[src/rtl/ata_pio_pkg.sv]
package ata_pio_pkg;

  localparam int ADDR_W  = 16;
  localparam int DATA_W  = 16;
  localparam int CNT_W   = 4;
  localparam int NUM_DEV = 2;
  localparam int GRP_W   = 3;

  localparam logic [ADDR_W-1:0] PRI_CMD = 16'h01F0;
  localparam logic [ADDR_W-1:0] PRI_CTL = 16'h03F6;
  localparam logic [ADDR_W-1:0] SEC_CMD = 16'h0170;
  localparam logic [ADDR_W-1:0] SEC_CTL = 16'h0376;

  localparam logic [CNT_W-1:0] COMPAT_ACT = CNT_W'(6);
  localparam logic [CNT_W-1:0] COMPAT_REC = CNT_W'(6);

  // Configuration word field positions
  localparam int EN_BIT   = 15;
  localparam int SEC_BIT  = 14;
  localparam int ISP_LSB  = 12;
  localparam int RTC_LSB  = 8;
  localparam int DEVHEAD_OFS = 6;
  localparam int DEVSEL_BIT  = 4;

  typedef enum logic [2:0] {
    S_IDLE, S_SETUP, S_ACT, S_REC, S_DONE
  } seq_state_t;

  typedef struct packed {
    logic [CNT_W-1:0] act;
    logic [CNT_W-1:0] rec;
    logic             iordy_en;
  } timing_t;

  function automatic logic [CNT_W-1:0] fast_active_clks(input logic [1:0] code);
    return CNT_W'(code) + CNT_W'(2);
  endfunction

  function automatic logic [CNT_W-1:0] fast_recovery_clks(input logic [1:0] code);
    return CNT_W'(code) + CNT_W'(1);
  endfunction

  function automatic logic same_block8(input logic [ADDR_W-1:0] a,
                                       input logic [ADDR_W-1:0] base);
    return a[ADDR_W-1:3] == base[ADDR_W-1:3];
  endfunction

endpackage

[src/rtl/ata_chan_decode.sv]
module ata_chan_decode
  import ata_pio_pkg::*;
(
  input  logic              chan_en,
  input  logic              chan_sec,
  input  logic [ADDR_W-1:0] addr,
  output logic              hit,
  output logic              sel_ctl,
  output logic              is_data,
  output logic              is_devhead,
  output logic [2:0]        da,
  output logic [3:0]        irq
);
  logic [ADDR_W-1:0] cmd_base, ctl_addr;
  logic cmd_hit, ctl_hit;

  always_comb begin
    cmd_base   = chan_sec ? SEC_CMD : PRI_CMD;
    ctl_addr   = chan_sec ? SEC_CTL : PRI_CTL;
    cmd_hit    = chan_en && same_block8(addr, cmd_base);
    ctl_hit    = chan_en && (addr == ctl_addr);
    hit        = cmd_hit || ctl_hit;
    sel_ctl    = ctl_hit;
    is_data    = cmd_hit && (addr[2:0] == 3'd0);
    is_devhead = cmd_hit && (addr[2:0] == 3'(DEVHEAD_OFS));
    da         = ctl_hit ? 3'd6 : addr[2:0];
    irq        = chan_sec ? 4'd15 : 4'd14;
  end
endmodule

[src/rtl/ata_timing_sel.sv]
module ata_timing_sel
  import ata_pio_pkg::*;
(
  input  logic [DATA_W-1:0] cfg,
  input  logic              dev_sel,
  input  logic              is_data,
  output timing_t           tim
);
  logic [GRP_W-1:0] grp [NUM_DEV];
  logic [GRP_W-1:0] cur;
  logic             use_fast;

  for (genvar d = 0; d < NUM_DEV; d++) begin : g_grp
    assign grp[d] = cfg[4*d +: GRP_W];
  end

  always_comb begin
    cur      = grp[dev_sel];
    use_fast = is_data && cur[0];
    tim.act  = use_fast ? fast_active_clks(cfg[ISP_LSB +: 2]) : COMPAT_ACT;
    tim.rec  = use_fast ? fast_recovery_clks(cfg[RTC_LSB +: 2]) : COMPAT_REC;
    tim.iordy_en = cur[1];
  end
endmodule

[src/rtl/ata_strobe_seq.sv]
module ata_strobe_seq
  import ata_pio_pkg::*;
(
  input  logic              clk,
  input  logic              rst_n,
  input  logic              start,
  input  logic              hit,
  input  logic              sel_ctl,
  input  logic [2:0]        da_in,
  input  logic              wr,
  input  logic [DATA_W-1:0] wdata,
  input  timing_t           tim,
  input  logic              iordy,
  input  logic [DATA_W-1:0] dd_in,
  output logic              idle,
  output logic              done,
  output logic [DATA_W-1:0] rdata,
  output logic              cs0_n,
  output logic              cs1_n,
  output logic [2:0]        da,
  output logic              dior_n,
  output logic              diow_n,
  output logic [DATA_W-1:0] dd_out,
  output logic              dd_oe,
  output logic              stall,
  output logic              strobe_end
);
  seq_state_t        state;
  logic [CNT_W-1:0]  cnt;
  timing_t           tim_q;
  logic              wr_q, ctl_q;
  logic [2:0]        da_q;
  logic [DATA_W-1:0] wdata_q;
  logic              act_last, rec_last, cs_on, strobe_on;

  always_comb begin
    act_last   = (state == S_ACT) && (cnt == tim_q.act - CNT_W'(1));
    rec_last   = (state == S_REC) && (cnt == tim_q.rec - CNT_W'(1));
    stall      = act_last && tim_q.iordy_en && !iordy;
    strobe_end = act_last && !stall;
    cs_on      = (state == S_SETUP) || (state == S_ACT) || (state == S_REC);
    strobe_on  = (state == S_ACT);
    idle       = (state == S_IDLE);
    done       = (state == S_DONE);
    cs0_n      = !(cs_on && !ctl_q);
    cs1_n      = !(cs_on && ctl_q);
    da         = da_q;
    dior_n     = !(strobe_on && !wr_q);
    diow_n     = !(strobe_on && wr_q);
    dd_oe      = cs_on && wr_q;
    dd_out     = wdata_q;
  end

  always_ff @(posedge clk) begin
    if (!rst_n) begin
      state   <= S_IDLE;
      cnt     <= '0;
      tim_q   <= '0;
      wr_q    <= 1'b0;
      ctl_q   <= 1'b0;
      da_q    <= '0;
      wdata_q <= '0;
      rdata   <= '0;
    end else begin
      case (state)
        S_IDLE: if (start) begin
          cnt <= '0;
          if (hit) begin
            tim_q   <= tim;
            wr_q    <= wr;
            ctl_q   <= sel_ctl;
            da_q    <= da_in;
            wdata_q <= wdata;
            state   <= S_SETUP;
          end else begin
            if (!wr) rdata <= '1;
            state <= S_DONE;
          end
        end
        S_SETUP: begin
          cnt   <= '0;
          state <= S_ACT;
        end
        S_ACT: begin
          if (strobe_end) begin
            if (!wr_q) rdata <= dd_in;
            cnt   <= '0;
            state <= S_REC;
          end else if (!act_last) begin
            cnt <= cnt + CNT_W'(1);
          end
        end
        S_REC: begin
          if (rec_last) state <= S_DONE;
          else          cnt   <= cnt + CNT_W'(1);
        end
        default: state <= S_IDLE;
      endcase
    end
  end
endmodule

[src/rtl/ata_pio_timer.sv]
module ata_pio_timer
  import ata_pio_pkg::*;
(
  input  logic              clk,
  input  logic              rst_n,
  input  logic              cfg_we,
  input  logic [DATA_W-1:0] cfg_wdata,
  input  logic              host_req,
  input  logic              host_wr,
  input  logic [ADDR_W-1:0] host_addr,
  input  logic [DATA_W-1:0] host_wdata,
  output logic              host_done,
  output logic [DATA_W-1:0] host_rdata,
  output logic [3:0]        irq_num,
  output logic              ata_cs0_n,
  output logic              ata_cs1_n,
  output logic [2:0]        ata_da,
  output logic              ata_dior_n,
  output logic              ata_diow_n,
  output logic [DATA_W-1:0] ata_dd_out,
  output logic              ata_dd_oe,
  input  logic [DATA_W-1:0] ata_dd_in,
  input  logic              ata_iordy
);
  logic [DATA_W-1:0] cfg_q;
  logic              dev_sel_q;
  logic              hit, sel_ctl, is_data, is_devhead;
  logic [2:0]        da_dec;
  logic              seq_idle, accept;
  logic              iordy_stall, strobe_end;
  timing_t           tim;

  always_ff @(posedge clk) begin
    if (!rst_n) begin
      cfg_q     <= '0;
      dev_sel_q <= 1'b0;
    end else begin
      if (cfg_we) cfg_q <= cfg_wdata;
      if (accept && hit && is_devhead && host_wr)
        dev_sel_q <= host_wdata[DEVSEL_BIT];
    end
  end

  assign accept = host_req && seq_idle;

  ata_chan_decode u_dec (
    .chan_en    (cfg_q[EN_BIT]),
    .chan_sec   (cfg_q[SEC_BIT]),
    .addr       (host_addr),
    .hit        (hit),
    .sel_ctl    (sel_ctl),
    .is_data    (is_data),
    .is_devhead (is_devhead),
    .da         (da_dec),
    .irq        (irq_num)
  );

  ata_timing_sel u_tsel (
    .cfg     (cfg_q),
    .dev_sel (dev_sel_q),
    .is_data (is_data),
    .tim     (tim)
  );

  ata_strobe_seq u_seq (
    .clk        (clk),
    .rst_n      (rst_n),
    .start      (accept),
    .hit        (hit),
    .sel_ctl    (sel_ctl),
    .da_in      (da_dec),
    .wr         (host_wr),
    .wdata      (host_wdata),
    .tim        (tim),
    .iordy      (ata_iordy),
    .dd_in      (ata_dd_in),
    .idle       (seq_idle),
    .done       (host_done),
    .rdata      (host_rdata),
    .cs0_n      (ata_cs0_n),
    .cs1_n      (ata_cs1_n),
    .da         (ata_da),
    .dior_n     (ata_dior_n),
    .diow_n     (ata_diow_n),
    .dd_out     (ata_dd_out),
    .dd_oe      (ata_dd_oe),
    .stall      (iordy_stall),
    .strobe_end (strobe_end)
  );
endmodule

[config.mk]
export PLATFORM = sky130hd
export DESIGN_NAME = ata_pio_timer
export DESIGN_NICKNAME = d
export VERILOG_FILES = /design/src/rtl/ata_pio_pkg.sv /design/src/rtl/ata_chan_decode.sv /design/src/rtl/ata_timing_sel.sv /design/src/rtl/ata_strobe_seq.sv /design/src/rtl/ata_pio_timer.sv
export SDC_FILE = /design/constraint.sdc
export NUM_CORES = 1
export LEC_CHECK = 0
export ABC_AREA = 1
export BUFFER_PORTS_ARGS = -buffer_cell sky130_fd_sc_hd__buf_4
export CAP_MARGIN = 15
export CORE_MARGIN = 8
export CORE_UTILIZATION = 50
export DETAILED_ROUTE_END_ITERATION = 7
export PLACE_DENSITY = 0.78
export SKIP_CTS_REPAIR_TIMING = 1
export SLEW_MARGIN = 40
export SYNTH_ARGS = -nofsm -noshare
export SYNTH_HDL_FRONTEND = slang
export SYNTH_HIERARCHICAL = 1
export SYNTH_SLANG_ARGS = --single-unit
[constraint.sdc]
create_clock -name clk -period 2.8 [get_ports clk]
set_input_delay 0.56 -clock clk [delete_from_list [all_inputs] [get_ports clk]]
set_output_delay 0.56 -clock clk [all_outputs]
set_load 0.03 [all_outputs]
==> results of run 1 <==
flip-flops by register name (all words and copies together) (netlist names):
signal        flops
u_seq/dd_out     16
u_seq/rdata      16
cfg_q            10
u_seq/tim_q       9
u_seq/cnt         4
u_seq/da          3
u_seq/state       3
dev_sel_q         1
u_seq/ctl_q       1
u_seq/wr_q        1
per-stage QoR:
| step | utilization | power [uW] | instance area, um2 | std cells | worst slack, ns |
|---|---|---|---|---|---|
| after floorplan | - | 2160 | 3290 | 498 | 0.998 |
| after global placement | 0.635 | 2510 | 4030 | 653 | 0.724 |
| after detailed placement | 0.635 | 2530 | 4030 | 653 | 0.668 |
| after CTS | 0.662 | 3250 | 4210 | 668 | 0.835 |
| after global routing | 0.662 | 3450 | 4210 | 668 | 0.651 |
| final | 0.662 | 3220 | 4210 | 668 | 0.832 |
worst reg2reg max path, cell delays in order, from the launching register on:
cell,delay [ns]
dfxtp_1,0.40
nor2_2,0.21
nand2_2,0.12
inv_1,0.10
nand2_1,0.06
inv_1,0.09
nand2_1,0.09
o31ai_4,0.21
buf_4,0.32
nand3_1,0.13
nand2_1,0.08
nor2_1,0.04
final cells by class:
| class | instances | area [um2] | share of cell area |
|---|---|---|---|
| multi-input combinational | 345 | 1620 | 0.384 |
| sequential | 64 | 1280 | 0.305 |
| timing repair buffer | 110 | 826 | 0.196 |
| inverter | 57 | 214 | 0.0509 |
| clock buffer | 12 | 155 | 0.0369 |
| tap | 77 | 96.3 | 0.0229 |
| clock inverter | 3 | 17.5 | 0.00416 |
final timing paths:
check	to	slack, ns
setup / recovery	ata_dd_oe	0.83
hold reg to reg	u_seq/tim_q[0]	0.45
hold / removal	cfg_q[5]	0.44
setup reg to reg	u_seq/rdata[4]	0.83
routing by layer:
| layer | part of all wire | vias to the layer above | global-route usage |
|---|---|---|---|
| met3 | 0.10 | 10 | 0.0889 |
| li1 | - | 1738 | - |
| met1 | 0.44 | 1405 | 0.196 |
| met5 | 0 | - | 0 |
| met4 | 0.012 | 0 | 0.0533 |
| met2 | 0.45 | 95 | 0.270 |
layout by cell type (no fill, tap or decap):
| cell | n |
|---|---|
| buf_4 | 110 |
| nor2_2 | 2 |
| nand2_2 | 3 |
| nor2_1 | 85 |
| nand3_2 | 4 |
| inv_1 | 52 |
| o21ai_2 | 1 |
| nand3_1 | 55 |
| dfxtp_1 | 64 |
| clkbuf_1 | 1 |
| nand2_1 | 95 |
| a21oi_1 | 52 |
| nor2_8 | 1 |
| nor3_1 | 3 |
| o21ai_0 | 14 |
| nor2_4 | 1 |
| o21bai_1 | 1 |
| clkinvlp_4 | 1 |
| clkinv_2 | 2 |
| o31ai_4 | 1 |
| conb_1 | 5 |
| o21ai_1 | 11 |
| inv_2 | 5 |
| clkbuf_8 | 11 |
| nand2_4 | 1 |
| xor2_1 | 3 |
| or3_1 | 1 |
| ha_1 | 4 |
| nand4_1 | 2 |
power groups by stage:
stage / logic (uW) / registers (uW) / clock network (uW)
after floorplan: 792 / 1360 / 0
after global placement: 1340 / 1170 / 0
after detailed placement: 1360 / 1180 / 0
after CTS: 1360 / 1160 / 730
after global routing: 1490 / 1170 / 779
final: 1360 / 1160 / 710
==> summary.txt, run 1 <==
Clk pwr share -> 0.220
DPL Wire Length -> 6200 um
Worst Tran Pin Value -> 0.631 ns
DR pass1 iterations -> 4
Initial antenna violation count -> 0
Starting DRC count in detailed routing -> 124
Layout Area Growth over Synthesis -> 28.1%
Slowest cell on crit path -> dfxtp_1
Core Area -> 6350 um2
WL final -> 8300 um
Worst min-delay path class -> in -> reg
Logic pwr share -> 0.421
Area of the mapped netlist -> 3280 um2
Crit path time final -> 1.97 ns
Cells after synthesis -> 495
Avg Cell Area, Syn -> 6.63 um2
Maximum clock path buffer count -> 2
CTS tree -> done
HP Start -> cfg_wdata[5]
Num CTS Buffers -> 9
Fin crit share -> 0.703
Final Setup Violations -> 0
Worst setup startpoint -> u_seq/state[0]
Hold_ws -> 0.441 ns
Final net count -> 661
Via count -> 3248
Switching Power -> 1330 uW
Fmax -> 508 MHz
H-tree depth -> 3
First-pass GRT wire length -> 13800 um
Warnings from Yosys -> 6
Clk sinks -> 64
Crit path kind -> reg -> out
CP required -> 2.24 ns
Leak Pwr -> 0.00198 uW
Status -> finished, final reports clean
Drt wl/cell -> 12.4 um
FF-to-FF Start -> u_seq/state[0]
Height of the chip -> 97.0 um
Worst Skew -> 0.00868 ns
IO Count -> 115
Hold Path Cell Cnt -> 3
Sequential Power Share -> 0.359
Routed vias/inst -> 4.86
Max incr delay on CP -> 0.50 ns
GRT Total Usage -> 0.172
Share of cells above drive strength 1 -> 0.242
Die area -> 9410 um2
Vias in the first global route -> 3049
Int Pwr -> 1890 uW
Worst-Skew Late Latency -> 0.34 ns
CP bufs+invs -> 1
Setup TNS -> 0 ns
Port buffer count -> 105
Initial Utilization -> 0.517
Filler cell count -> 590
VDD IR-drop max -> 0.669 mV
Die width -> 97.0 um
Max Cap Viol -> 0
Clock root buffer master -> clkbuf_8
ANT cells -> 0
Congestion Overflow GR -> 0
DRC -> 0
Clk slew on worst S/H paths -> 0.07 ns
Rows -> 29
Slew headroom -> 0.579
Worst-path cell chain -> nor2_2 > nor3_1 > buf_4
RSZ-0062 raised after global routing -> false
CP delay by family, top -> flip-flops
PwrDens -> 767 nW/um2
Post-DRT Antenna Nets -> 0
Switch share -> 0.413
Arrival time worst endpoint -> 1.41 ns
R2R cell count -> 11
RePlAce Congestion -> 0.790
Number of cells on the critical path -> 3
Final hold violation count -> 0
Crit end category -> output pin
Largest net degree at the start of global routing -> 42
Slew Limit Fails -> 0
Crit Path Max Fanout -> 5
Critical Path Source Type -> flop
Note: power is estimated with default switching activity, not from simulation.
==> run 2, diff against run 1 <==
CORE_UTILIZATION = 46   (was 50)
PLACE_DENSITY = 0.76   (was 0.78)
clock period = 1.8 ns   (was 2.8 ns; I/O delays follow)
==> run 2 against run 1 <==
  * The flow now finishes with violations (negative setup slack)
  * Sequential power is 55% higher
  * Register-to-register slack got worse by 0.83 ns
  * Utilization rose by 1.7 points
  * Clock skew up 0.0052 ns
  * Non-clock buffer count is 35 higher
  * Critical path depth rose by 2
  * Total power increased by 83%
  * Critical endpoint unchanged
  * Largest power group unchanged
==> summary.txt, run 2 (same netlist as run 1, synthesis figures left out) <==
Status -> finished with violations
Failing checks -> negative setup slack
Pre-CTS setup slack -> -0.338 ns
RePlAce Congestion -> 0.794
Arrival time worst endpoint -> 1.48 ns
R2R cell count -> 11
Maximum clock path buffer count -> 2
WL final -> 9720 um
Worst min-delay path class -> in -> reg
Drt wl/cell -> 13.4 um
Clk sinks -> 64
ANT cells -> 0
Clock root buffer master -> clkbuf_8
Final net count -> 696
Cell mode on critical path -> buf_4
Share of cells above drive strength 1 -> 0.343
Rows -> 31
Congestion Overflow GR -> 0
Final Setup Violations -> 3
Fin crit share -> 1.02
DRC -> 0
Layout Area Growth over Synthesis -> 46.8%
Die width -> 100 um
Int Pwr -> 3560 uW
Starting DRC count in detailed routing -> 196
Fmax -> 543 MHz
Vias in the first global route -> 3385
Leak Pwr -> 0.00225 uW
Worst Skew -> 0.0138 ns
FF-to-FF Start -> cfg_q[15]
Num CTS Buffers -> 9
IO Count -> 115
Post-DRT Antenna Nets -> 0
Crit path kind -> reg -> out
Max Cap Viol -> 0
Height of the chip -> 100 um
Via count -> 3577
Worst setup startpoint -> u_seq/state[0]
H-tree depth -> 3
Crit end category -> output pin
CP required -> 1.44 ns
Fin cells -> 726
Port buffer count -> 105
Die area -> 10100 um2
Initial antenna violation count -> 0
Logic pwr share -> 0.480
Critical Path Source Type -> flop
Clk slew on worst S/H paths -> 0.08 ns
Final hold violation count -> 0
Initial Utilization -> 0.463
Largest net degree at the start of global routing -> 23
Slowest cell on crit path -> dfxtp_1
Slew Limit Fails -> 0
VDD IR-drop max -> 0.549 mV
Filler cell count -> 582
Most common cell after layout, fill and taps aside -> buf_4
Clk pwr share -> 0.215
Reg2Reg Setup Slack -> 0 ns
Routed vias/inst -> 4.93
CTS tree -> done
Worst-path cell chain -> nor2_2 > buf_4 > buf_4 > nor3_1 > buf_4
PwrDens -> 1220 nW/um2
DR pass1 iterations -> 5
Number of cells on the critical path -> 5
DPL Wire Length -> 6550 um
Switching Power -> 2340 uW
Worst-Skew Late Latency -> 0.34 ns
RSZ-0062 raised after global routing -> true
Crit path time final -> 1.84 ns
Final worst setup slack -> -0.0415 ns
Max incr delay on CP -> 0.36 ns
CP bufs+invs -> 3
Switch share -> 0.396
Sequential Power Share -> 0.304
Critical Path Sink -> ata_dd_oe
First-pass GRT wire length -> 14600 um
CP delay by family, top -> buffers and inverters
Most frequent cells in the layout -> buf_4, nand2_1, nor2_1, dfxtp_1, nand3_1
Core Area -> 7100 um2
GRT Total Usage -> 0.175
Reg2Reg Capture Point -> u_seq/wr_q
Placed cells -> 696
Crit Path Max Fanout -> 2
Hold_ws -> 0.236 ns
==> run 2: worst min path at each step <==
| stage | to | depth (start not counted) | slack (ns) | start |
|---|---|---|---|---|
| 2_1_floorplan | u_seq/tim_q[0] | 2 | 0.43 | u_seq/tim_q[0] |
| 3_3_place_gp | u_seq/tim_q[0] | 2 | 0.45 | u_seq/tim_q[0] |
| 3_5_place_dp | u_seq/tim_q[0] | 2 | 0.45 | u_seq/tim_q[0] |
| 4_1_cts | cfg_q[5] | 3 | 0.22 | cfg_wdata[5] |
| 5_1_grt | cfg_q[4] | 3 | 0.23 | cfg_wdata[4] |
| 6_report | cfg_q[4] | 3 | 0.24 | cfg_wdata[4] |
==> run 2: layer usage <==
layer	global-route usage	vias to the layer above	share of wire
li1	-	1811	-
met1	0.198	1632	0.41
met2	0.283	120	0.48
met3	0.0746	14	0.084
met4	0.0744	0	0.017
met5	0	-	0
==> run 2: power groups by stage <==
stage                     Combinational, uW  Sequential [uW]  Clock [uW]
after global routing                   3070             1820        1360
after detailed placement               2400             1820           0
final                                  2830             1800        1270
after global placement                 2290             1810           0
after CTS                              2400             1790        1300
after floorplan                        1230             2120           0
==> run 2: worst register-to-register path, delay by kind of cell, from the launching register on <==
kind,cells,cell delay [ns]
AOI/OAI and AO/OA,3,0.46
and+or+nand+nor,5,0.54
DFF,1,0.35
buffers and inverters,3,0.34
==> run 2: cell type report <==
cell class / count / area [um2] / share of cell area
Clock inverter: 5 / 63.8 / 0.0132
Tap cell: 99 / 124 / 0.0257
Clock buffer: 11 / 141 / 0.0293
Inverter: 57 / 214 / 0.0444
Multi-Input combinational cell: 345 / 1760 / 0.364
Sequential cell: 64 / 1290 / 0.267
Timing Repair Buffer: 145 / 1230 / 0.256
==> run 2: stage by stage <==
stage	setup TNS, ns	power, uW	util	area (um2)
after CTS	-3.20	5490	0.629	4470
after detailed placement	-9.06	4210	0.600	4260
final	-0.0711	5900	0.679	4820
after floorplan	0	3360	-	3290
after global placement	-10.67	4100	0.598	4240
after global routing	-1.27	6260	0.679	4820
